## src/rtl/dtcg_pkg.sv

```systemverilog
package dtcg_pkg;
    localparam int DIN_W_D     = 14;
    localparam int Q_W_D       = 10;
    localparam int CRS_W_D     = 4;
    localparam int GAIN_W_D    = 8;
    localparam int GAIN_FRAC_D = 6;
    localparam int FBANK_W_D   = 7;

    typedef enum logic [0:0] {
        SUM_IN_RANGE = 1'b0,
        SUM_OVERFLOW = 1'b1
    } sum_state_e;

    typedef enum logic [0:0] {
        SCALE_PASS  = 1'b0,
        SCALE_CLAMP = 1'b1
    } scale_state_e;
endpackage

```

## src/rtl/dtcg_dsm1.sv

```systemverilog
module dtcg_dsm1
    import dtcg_pkg::*;
#(
    parameter int IN_W = DIN_W_D,
    parameter int Q_W  = Q_W_D
) (
    input  logic            clk,
    input  logic            rst,
    input  logic [IN_W-1:0] din,
    output logic [Q_W-1:0]  q
);
    localparam int TR_W = IN_W - Q_W;

    logic [TR_W-1:0] err_q;
    logic [IN_W:0]   sum;
    sum_state_e      st;

    always_comb begin
        sum = {1'b0, din} + {{(Q_W + 1){1'b0}}, err_q};
        st  = sum[IN_W] ? SUM_OVERFLOW : SUM_IN_RANGE;
        q   = (st == SUM_OVERFLOW) ? {Q_W{1'b1}} : sum[IN_W-1:TR_W];
    end

    always_ff @(posedge clk) begin
        if (rst) err_q <= '0;
        else     err_q <= sum[TR_W-1:0];
    end

    // error register cleared by reset
    p_err_reset_r1: assert property (@(posedge clk) rst |=> err_q == '0);
endmodule

```

## src/rtl/dtcg_fine_scale.sv

```systemverilog
module dtcg_fine_scale
    import dtcg_pkg::*;
#(
    parameter int FIN_W     = Q_W_D - CRS_W_D,
    parameter int GAIN_W    = GAIN_W_D,
    parameter int GAIN_FRAC = GAIN_FRAC_D,
    parameter int FBANK_W   = FBANK_W_D
) (
    input  logic [FIN_W-1:0]   fin,
    input  logic [GAIN_W-1:0]  gain,
    output logic [FBANK_W-1:0] scaled
);
    localparam int PROD_W    = FIN_W + GAIN_W;
    localparam int FBANK_MAX = (1 << FBANK_W) - 1;

    logic [PROD_W-1:0] prod;
    logic [PROD_W-1:0] shifted;
    scale_state_e      st;

    always_comb begin
        prod    = PROD_W'(fin) * PROD_W'(gain);
        shifted = prod >> GAIN_FRAC;
        st      = (shifted > PROD_W'(FBANK_MAX)) ? SCALE_CLAMP : SCALE_PASS;
        scaled  = (st == SCALE_CLAMP) ? FBANK_W'(FBANK_MAX) : shifted[FBANK_W-1:0];
    end

    // a zero gain always yields a zero fine count
    always_comb begin
        p_zero_gain_r5: assert (gain != '0 || scaled == '0);
    end
endmodule

```

## src/rtl/dtcg_therm.sv

```systemverilog
module dtcg_therm #(
    parameter int CODE_W = 4,
    parameter int WIRES  = (1 << CODE_W) - 1
) (
    input  logic [CODE_W-1:0] code,
    output logic [WIRES-1:0]  th
);
    for (genvar i = 0; i < WIRES; i++) begin : g_wire
        assign th[i] = (code > CODE_W'(i));
    end
endmodule

```

## src/rtl/dtc_code_gen.sv

```systemverilog
module dtc_code_gen
    import dtcg_pkg::*;
#(
    parameter int IN_W      = DIN_W_D,
    parameter int Q_W       = Q_W_D,
    parameter int CRS_W     = CRS_W_D,
    parameter int GAIN_W    = GAIN_W_D,
    parameter int GAIN_FRAC = GAIN_FRAC_D,
    parameter int FBANK_W   = FBANK_W_D
) (
    input  logic                          clk,
    input  logic                          rst,
    input  logic [IN_W-1:0]               din,
    input  logic [GAIN_W-1:0]             fine_gain,
    output logic [(1 << CRS_W)-2:0]       coarse_th,
    output logic [(1 << FBANK_W)-2:0]     fine_th
);
    localparam int FIN_W     = Q_W - CRS_W;
    localparam int CRS_WIRES = (1 << CRS_W) - 1;
    localparam int FIN_WIRES = (1 << FBANK_W) - 1;

    logic [Q_W-1:0]       q_c;
    logic [FBANK_W-1:0]   fscaled;
    logic [CRS_WIRES-1:0] crs_th_c;
    logic [FIN_WIRES-1:0] fin_th_c;
    logic                 primed;

    dtcg_dsm1 #(.IN_W(IN_W), .Q_W(Q_W)) u_dsm (
        .clk(clk), .rst(rst), .din(din), .q(q_c)
    );

    dtcg_fine_scale #(
        .FIN_W(FIN_W), .GAIN_W(GAIN_W), .GAIN_FRAC(GAIN_FRAC), .FBANK_W(FBANK_W)
    ) u_scale (
        .fin(q_c[FIN_W-1:0]), .gain(fine_gain), .scaled(fscaled)
    );

    dtcg_therm #(.CODE_W(CRS_W), .WIRES(CRS_WIRES)) u_crs_th (
        .code(q_c[Q_W-1:FIN_W]), .th(crs_th_c)
    );

    dtcg_therm #(.CODE_W(FBANK_W), .WIRES(FIN_WIRES)) u_fin_th (
        .code(fscaled), .th(fin_th_c)
    );

    always_ff @(posedge clk) begin
        if (rst) begin
            coarse_th <= '0;
            fine_th   <= '0;
            primed    <= 1'b0;
        end else begin
            coarse_th <= crs_th_c;
            fine_th   <= fin_th_c;
            primed    <= 1'b1;
        end
    end

    // outputs cleared by reset
    p_out_reset_r1: assert property (@(posedge clk)
        rst |=> (coarse_th == '0 && fine_th == '0));

    // both buses stay in thermometer form
    p_crs_therm_r3: assert property (@(posedge clk) disable iff (rst)
        (coarse_th & (coarse_th + 1'b1)) == '0);
    p_fin_therm_r3: assert property (@(posedge clk) disable iff (rst)
        (fine_th & (fine_th + 1'b1)) == '0);

    // zero gain sampled on the previous edge gives an empty fine bank
    p_gain_zero_r5: assert property (@(posedge clk) disable iff (rst)
        (primed && $past(fine_gain) == '0) |-> fine_th == '0);

    // an all-ones request always fills the coarse bank
    p_sat_r7: assert property (@(posedge clk) disable iff (rst)
        (primed && $past(din) == {IN_W{1'b1}}) |-> coarse_th == {CRS_WIRES{1'b1}});
endmodule

```

## config.mk

```make
export PLATFORM = sky130hd
export DESIGN_NAME = dtc_code_gen
export DESIGN_NICKNAME = d
export VERILOG_FILES = /design/src/rtl/dtcg_pkg.sv /design/src/rtl/dtcg_dsm1.sv /design/src/rtl/dtcg_fine_scale.sv /design/src/rtl/dtcg_therm.sv /design/src/rtl/dtc_code_gen.sv
export SDC_FILE = /design/constraint.sdc
export NUM_CORES = 1
export LEC_CHECK = 0
export BUFFER_PORTS_ARGS = -buffer_cell sky130_fd_sc_hd__buf_2
export CAP_MARGIN = 20
export CORE_UTILIZATION = 55
export CTS_BUF_LIST = sky130_fd_sc_hd__clkbuf_8
export CTS_CLUSTER_DIAMETER = 50
export DETAILED_ROUTE_END_ITERATION = 16
export PLACE_DENSITY = 0.78
export SLEW_MARGIN = 15
export SYNTH_ARGS = -nofsm -noshare
export SYNTH_HDL_FRONTEND = slang
export SYNTH_SLANG_ARGS = --single-unit
```

## constraint.sdc

```tcl
create_clock -name clk -period 8 [get_ports clk]
set_input_delay 0.8 -clock clk [delete_from_list [all_inputs] [get_ports clk]]
set_output_delay 0.8 -clock clk [all_outputs]
set_load 0.02 [all_outputs]
```

Word level (Yosys, flattened, before mapping)

Index checks and enable logic that the tools add are counted.

Bits in registers: 146
Input bits: 24
Output and inout port bits: 142
Logic and storage cells: 152

$add $sub $neg: 1
$mul: 1
Order comparisons: 143
Mux-type cells: 4

Operators by type and width:

| operator           | number |
|---|---|
| $gt 7x7->1 const B | 63 |
| $gt 7x6->1 const B | 32 |
| $gt 7x5->1 const B | 16 |
| $gt 7x4->1 const B | 8 |
| $gt 4x4->1 const B | 7 |
| $gt 7x3->1 const B | 4 |
| $gt 4x3->1 const B | 4 |
| $add 14x4->15      | 1 |
| $gt 7x1->1 const B | 2 |
| $gt 7x2->1 const B | 2 |
| $mul 6x8->14       | 1 |
| $mux 10            | 1 |
| $gt 4x1->1 const B | 2 |
| $gt 4x2->1 const B | 2 |
| $gt 8x7->1 const B | 1 |
| $mux 7             | 1 |
| $mux 1             | 2 |

Logic depth before layout (Yosys ltp)

Gate-level depths: netlist (run 1).

Depth after elaboration: 8
Mapped depth: 28

Cells and area by module

From an unflattened synthesis (run 1), not the netlist that was laid out.

Cell total of the unflattened synthesis: 794
Area total of the unflattened synthesis: 7228.2 um2

Modules (own cells, without submodules):

| module                 | times used | cells each | area an instance (um2) | seq. area each (um2) |
|---|---|---|---|---|
| dtc_code_gen           | 1          | 299        | 3826.2                 | 2842.7 |
| dtcg_fine_scale        | 1          | 179        | 1534.0                 | 0.0 |
| dtcg_therm at u_fin_th | 1          | 224        | 1203.7                 | 0.0 |
| dtcg_dsm1              | 1          | 68         | 524.3                  | 80.1 |
| dtcg_therm at u_crs_th | 1          | 24         | 140.1                  | 0.0 |

Worst setup path before layout (run 1)

Ideal clock, no wire load.

Kind: in2reg
Start point: input din[0]
End point: register fine_th[125]
Library setup time: 88 ps
Data arrival time: 6307 ps
Data required time: 7912 ps
Slack: 1606 ps
Stages: 25
Path buffers: 3
Cells stage by stage: ha_1 -> fa_1 -> nand3_1 -> nand2_1 -> nand3_1 -> mux2_2 -> and2_1 -> fa_1 -> fa_1 -> inv_1 -> fa_1 -> inv_1 -> ha_1 -> clkbuf_1 -> a21oi_1 -> inv_1 -> a31oi_1 -> nand2_1 -> o311ai_1 -> and2_1 -> buf_2 -> a21oi_2 -> or2_4 -> buf_6 -> nor4_2

Word-level cells in the longest chain between the ends: 8

Ends and longest elaborated chain:

| item                 | line                  | source |
|---|---|---|
| from (decl)          | dtc_code_gen.sv:13    | `input logic [IN_W-1:0] din,` |
| $add 14x4->15 (*)    | dtcg_dsm1.sv:19       | `sum = {1'b0, din} + {{(Q_W + 1){1'b0}}, err_q};` |
| $mux 1               | dtcg_dsm1.sv:20       | `st = sum[IN_W] ? SUM_OVERFLOW : SUM_IN_RANGE;` |
| $mux 10 (*)          | dtcg_dsm1.sv:21       | `q = (st == SUM_OVERFLOW) ? {Q_W{1'b1}} : sum[IN_W-1:TR_W];` |
| $mul 6x8->14 (*)     | dtcg_fine_scale.sv:21 | `prod = PROD_W'(fin) * PROD_W'(gain);` |
| $gt 8x7->1           | dtcg_fine_scale.sv:23 | `st = (shifted > PROD_W'(FBANK_MAX)) ? SCALE_CLAMP : SCALE_PASS;` |
| $mux 1               | dtcg_fine_scale.sv:23 |  |
| $mux 7 (*)           | dtcg_fine_scale.sv:24 | `scaled = (st == SCALE_CLAMP) ? FBANK_W'(FBANK_MAX) : shifted[FBANK_W-1:0];` |
| $gt 7x7->1 (*)       | dtcg_therm.sv:9       | `assign th[i] = (code > CODE_W'(i));` |
| to (signal assigned) | dtc_code_gen.sv:53    | `fine_th <= fin_th_c;` |
| to (decl)            | dtc_code_gen.sv:16    | `output logic [(1 << FBANK_W)-2:0] fine_th` |

Every way passes the cells marked *; elsewhere a longest branch is shown, timed or not.
A chain may end at the register's enable or synchronous reset.

Worst setup path in the final report (run 1)

Start point: input din[1]
End point: register fine_th[34]

Word-level cells in the longest chain between the ends: 8

Ends and longest elaborated chain:

| item              | line |
|---|---|
| $add 14x4->15 (*) | dtcg_dsm1.sv:19 |
| $mux 1            | dtcg_dsm1.sv:20 |
| $mux 10 (*)       | dtcg_dsm1.sv:21 |
| $mul 6x8->14 (*)  | dtcg_fine_scale.sv:21 |
| $gt 8x7->1        | dtcg_fine_scale.sv:23 |
| $mux 1            | dtcg_fine_scale.sv:23 |
| $mux 7 (*)        | dtcg_fine_scale.sv:24 |
| $gt 7x6->1 (*)    | dtcg_therm.sv:9 |

Marks and branches as above.

==> flow_summary.toml, run 1 <==
[layout]
utilization_pct = 67.9
area_growth_pct = 17.9
most-common-layout-cells = "165 x buf_2, 146 x dfxtp_1, 73 x a21oi_1"
final_cells = 1085
drive_gt1_share_pct = 27.9
n_antenna_cell = 0
final_common_cell = "buf_2"
final_nets = 976

[clock_tree]
clkLatencyLatePin_ps = 450
cts_buffers = 17
h-tree-depth = 4
root_buffer = "clkbuf_8"
clock_sinks = 146
clock_path_buffers = 2
clkTransAtPathRegs_ps = 90
holdBufCountCts = 0
cts_tree = "yes"
postCtsSetupBuffers = 0
ctsResizeCount = 0

[worst_setup_path]
crit_fanout = 16
crit_type = "primary input to flop"
cp.arrival_ps = 7590
worstPathRequired_ps = 8280
worstPathCellList = "buf_2, ha_1, a21oi_1, o21bai_1, a21oi_1, nor2_1, nand3_1, xor2_1, nand2_1, and2_1, fa_1, fa_1, inv_1, fa_1, inv_1, ha_1, a21oi_1, o21a_1, o21ai_0, or3_1, a211oi_4, nand3_1, o31ai_1, a21oi_1"
slowest_stage = "a211oi_4"
cp-start-kind = "primary input"
critPathMostFrequentCell = "a21oi_1"
reg2reg_from = "u_dsm.err_q[2]"
startpoint = "din[1]"
cpPeakStageDelay_ps = 810
worstSetupEndpointType = "flop"

[sta]
rsz0062_at_grt = "false"
hold_viol_final = 0
period_share_pct = 91.4
setup_slack_ps = 688
finClkSkew_ps = 13.7
slew_headroom_pct = 25.5
final.min_clock_period_ps = 7310
tightest_slew_ps = 1110
fin_setup_tns_ps = 0
fmax_mhz = 137
setup_viol = 0
slew_viol_final = 0

[yosys]
synth_area_um2 = 7030
synth_nets = 820
synthArstFlopShare_pct = 0
yosysSeqAreaShare_pct = 41.6
synth_edf_count = 0
synth.avg_cell_area_um2 = 9.40
ys_ff_latch = 146
yosysWarnings = 0
synth_cell_types = 84
synthCells = 748
ys.flop_type = "dfxtp_1"

[die]
start_util_pct = 57.6
ioPinCount = 166
die_w_um = 115
fp.dieH_um = 115
rows = 40
coreArea_um2 = 12200
dieArea_um2 = 13200

[status]
outcome = "finished clean"

[routing]
drt_iter0_drc = 742
firstDrtPassIters = 5
post-route-drc-count = 0
drt-vias-per-instance = 5.88
ant_nets = 0
vias = 6380
wl_mm = 19.9
wl_per_cell_um = 18.4

[placed_design]
dp_hpwl_mm = 14.7
dp_slack_ps = 402
portBuffers = 165
place_congestion = 0.973
dp.cells = 1053

[global_route]
grt_pass1_wl_mm = 31.5
grt-ovfl-total = 0
grt_pass1_vias = 6158
track_usage_pct = 31.3
antenna_found_initial = 1
grt_max_degree = 65

[flow_run]
maxCapViolCount = 0

[hold_path]
min_from = "u_dsm.err_q[0]"
hp-class = "flop to flop"
[stage by stage]
step | area, µm² | hold WS, ps
global route | 8290 | 605
detailed placement | 7920 | 570
global placement | 7920 | 540
finish | 8290 | 579
CTS | 8290 | 590
floorplan | 7030 | 524
[worst paths after layout]
| check | endpoint | depth (start not counted) | slack (ps) |
|---|---|---|---|
| worst max-delay path | fine_th[34] | 24 | 690 |
| worst min-delay path | u_dsm.err_q[0] | 2 | 580 |
| worst max register to register | fine_th[34] | 23 | 820 |
| worst min register to register | u_dsm.err_q[0] | 2 | 580 |
[critical path, delay by kind of cell]
family | cells | cell delay (ps)
AOI/OAI and AO/OA | 9 | 2430
xor gates and xnor gates | 1 | 160
adders and majority gates | 5 | 2260
buffers and inverters | 3 | 220
and+or+nand+nor | 6 | 1690
[state kept, by name, summed over array words and instances (netlist names)]
register     cells
fine_th        127
u_dsm.err_q      4
coarse_th       15
[metal layers]
| metal | vias to the layer above | part of all wire [%] | global-route usage [%] |
|---|---|---|---|
| met5 | - | 0 | 0 |
| met4 | 0 | 3.8 | 15.1 |
| met3 | 77 | 10 | 9.70 |
| met2 | 379 | 45 | 46.9 |
| met1 | 3005 | 41 | 41.2 |
| li1 | 2919 | - | - |
[logic make-up (layout without fill, tap and decap cells)]
family	after synthesis	count (layout)	share of synthesized area, %
adders and majority gates	48	48	11.2
AOI/OAI and AO/OA	203	203	20.4
muxes	3	3	0.516
buffers and inverters	85	254	5.52
DFF	146	146	41.6
xor gates and xnor gates	13	13	1.89
and+or+nand+nor	250	250	18.9
[cell usage after synthesis, drive strengths merged, types with 16 or more instances]
library cell / instances / area, µm²
buf: 20 / 144
a21oi: 76 / 392
nor3: 27 / 161
clkbuf: 16 / 60.1
nand2: 57 / 226
a211oi: 17 / 175
dfxtp: 146 / 2920
o21ai: 38 / 220
nand3: 28 / 145
ha: 23 / 288
fa: 25 / 500
nor2: 64 / 260
inv: 49 / 184
and2: 35 / 221
a21o: 16 / 120
[cell type report]
cell class | count | area [µm²]
clock inverter | 15 | 135
sequential | 146 | 2920
fill | 1023 | 3920
multi-input combinational | 517 | 3720
tap | 168 | 210
timing repair buffer | 173 | 886
clock buffer | 17 | 234
inverter | 49 | 184
Power of run 1 is not shown: default switching activity piles up to over one toggle a cycle in this logic, so the estimate is an artifact.
==> inputs of run 2 (changes only) <==
==> constraint.sdc (replaced) <==
create_clock -name clk -period 7.83 [get_ports clk]
set_input_delay 0.783 -clock clk [delete_from_list [all_inputs] [get_ports clk]]
set_output_delay 0.783 -clock clk [all_outputs]
set_load 0.02 [all_outputs]
==> run 2 against run 1 <==
Hold slack improved by 6.4 ps. Register-to-register slack worse by 230 ps. Sequential share of layout area fell by 0.14 points. Utilization rose by 0.28 points. Count of clock-buffer cells in the layout did not move. Sequential cell count unchanged. Clock skew up 0.73 ps. Setup slack worse by 200 ps. Critical path depth rose by 2. Via count increased by 0.14%. Cell area is 0.41% higher. First-iteration DRC count up 0.81%. Critical path type unchanged.
==> flow_summary.toml, run 2 (synthesis gave the netlist of run 1 again) <==
[status]
outcome = "finished clean"

[flow_run]
maxCapViolCount = 0

[sta]
period_share_pct = 93.8
setup_viol = 0
slew_headroom_pct = 42.6
final.min_clock_period_ps = 7340
fmax_mhz = 136
rsz0062_at_grt = "false"
hold_viol_final = 0
finClkSkew_ps = 14.4
slew_viol_final = 0
fin_setup_tns_ps = 0
tightest_slew_ps = 859

[routing]
post-route-drc-count = 0
vias = 6389
ant_nets = 0
drt-vias-per-instance = 5.88
wl_per_cell_um = 18.7
wl_mm = 20.3
firstDrtPassIters = 5
drt_iter0_drc = 748

[die]
die_w_um = 115
coreArea_um2 = 12200
ioPinCount = 166
rows = 40
fp.dieH_um = 115
start_util_pct = 57.6
dieArea_um2 = 13200

[clock_tree]
holdBufCountCts = 0
clkTransAtPathRegs_ps = 90
clkLatencyLatePin_ps = 460
h-tree-depth = 4
cts_buffers = 17
root_buffer = "clkbuf_8"
clock_path_buffers = 2
postCtsSetupBuffers = 0
clock_sinks = 146
cts_tree = "yes"
ctsResizeCount = 0

[layout]
area_growth_pct = 18.4
final_common_cell = "buf_2"
register_area_um2 = 2920
top_register = "fine_th"
final_nets = 978
reg_top3 = "fine_th (127), coarse_th (15), u_dsm.err_q (4)"
most-common-layout-cells = "165 x buf_2, 146 x dfxtp_1, 73 x a21oi_1"
largest_register_ffs = 127
utilization_pct = 68.2
multi_input_area_um2 = 3720
drive_gt1_share_pct = 28.2
num-fill-cells = 1019
final_area_um2 = 8330
n_antenna_cell = 0

[worst_setup_path]
cp-start-kind = "primary input"
startpoint = "din[2]"
crit_fanout = 16
reg2reg_from = "u_dsm.err_q[2]"
worstSetupEndpointType = "flop"
worstPathRequired_ps = 8120
crit_type = "primary input to flop"
cp.arrival_ps = 7630

[global_route]
grt-ovfl-total = 0
grt_pass1_vias = 6060
antenna_found_initial = 0
grt_pass1_wl_mm = 31.2
grt_max_degree = 65
track_usage_pct = 31.1

[placed_design]
placed_cell_area_um2 = 7940
portBuffers = 165
place_congestion = 0.957
dp_hpwl_mm = 14.9

[hold_path]
hp-class = "flop to flop"
min_from = "u_dsm.err_q[0]"
run 2: changes by cell type in the layout (fill, tap and decap cells not counted), sizes merged:
cell | previous run | this run
inv | 56 | 53
clkinvlp | 2 | 3
buf | 173 | 175
bufinv | 1 | 2
run 2: worst max-delay path: stages:
cell	delay [ps]
buf_2	100
ha_1	350
inv_1	60
o21bai_1	230
a21oi_1	130
nor2_1	170
nand3_1	110
xor2_1	150
nand2_1	210
nand2_1	120
fa_1	550
inv_1	60
fa_1	520
inv_1	50
fa_1	400
inv_1	60
ha_1	290
a21o_1	230
a21o_1	190
a21oi_1	250
o21ai_0	180
or3_1	610
a211oi_4	840
nand3_1	480
o31ai_1	390
a21oi_1	80
run 2: metal layers:
layer / part of all wire (%) / global-route usage [%] / routed length, µm / up-vias
li1: - / - / - / 2929
met1: 42 / 41.2 / 8470 / 3018
met2: 46 / 48.9 / 9310 / 381
met3: 9.6 / 7.80 / 1950 / 61
met4: 2.6 / 12.3 / 535 / 0
met5: 0 / 0 / 0 / -
run 2: cell type report:
class	instances	area share, %
Tap cell	168	2.52
Timing Repair Buffer	175	10.8
Inverter	49	2.21
Sequential cell	146	35.1
Clock inverter	14	1.85
Clock buffer	17	2.81
Multi-Input combinational cell	517	44.7
run 2: stage by stage:
step / hold WS (ps) / cells / setup WS [ps]
after floorplan: 524 / 748 / 1450
after global placement: 540 / 1055 / 487
after detailed placement: 572 / 1055 / 302
after CTS: 592 / 1086 / 744
after global routing: 605 / 1086 / 247
final: 585 / 1086 / 487
run 2: final timing paths:
path | end | slack, ps | cells after the start
max reg2reg | fine_th[34] | 590 | 25
min reg2reg | u_dsm.err_q[0] | 590 | 2
max | fine_th[34] | 490 | 26
min | u_dsm.err_q[0] | 590 | 2
Power of run 2 is left out for the same reason.
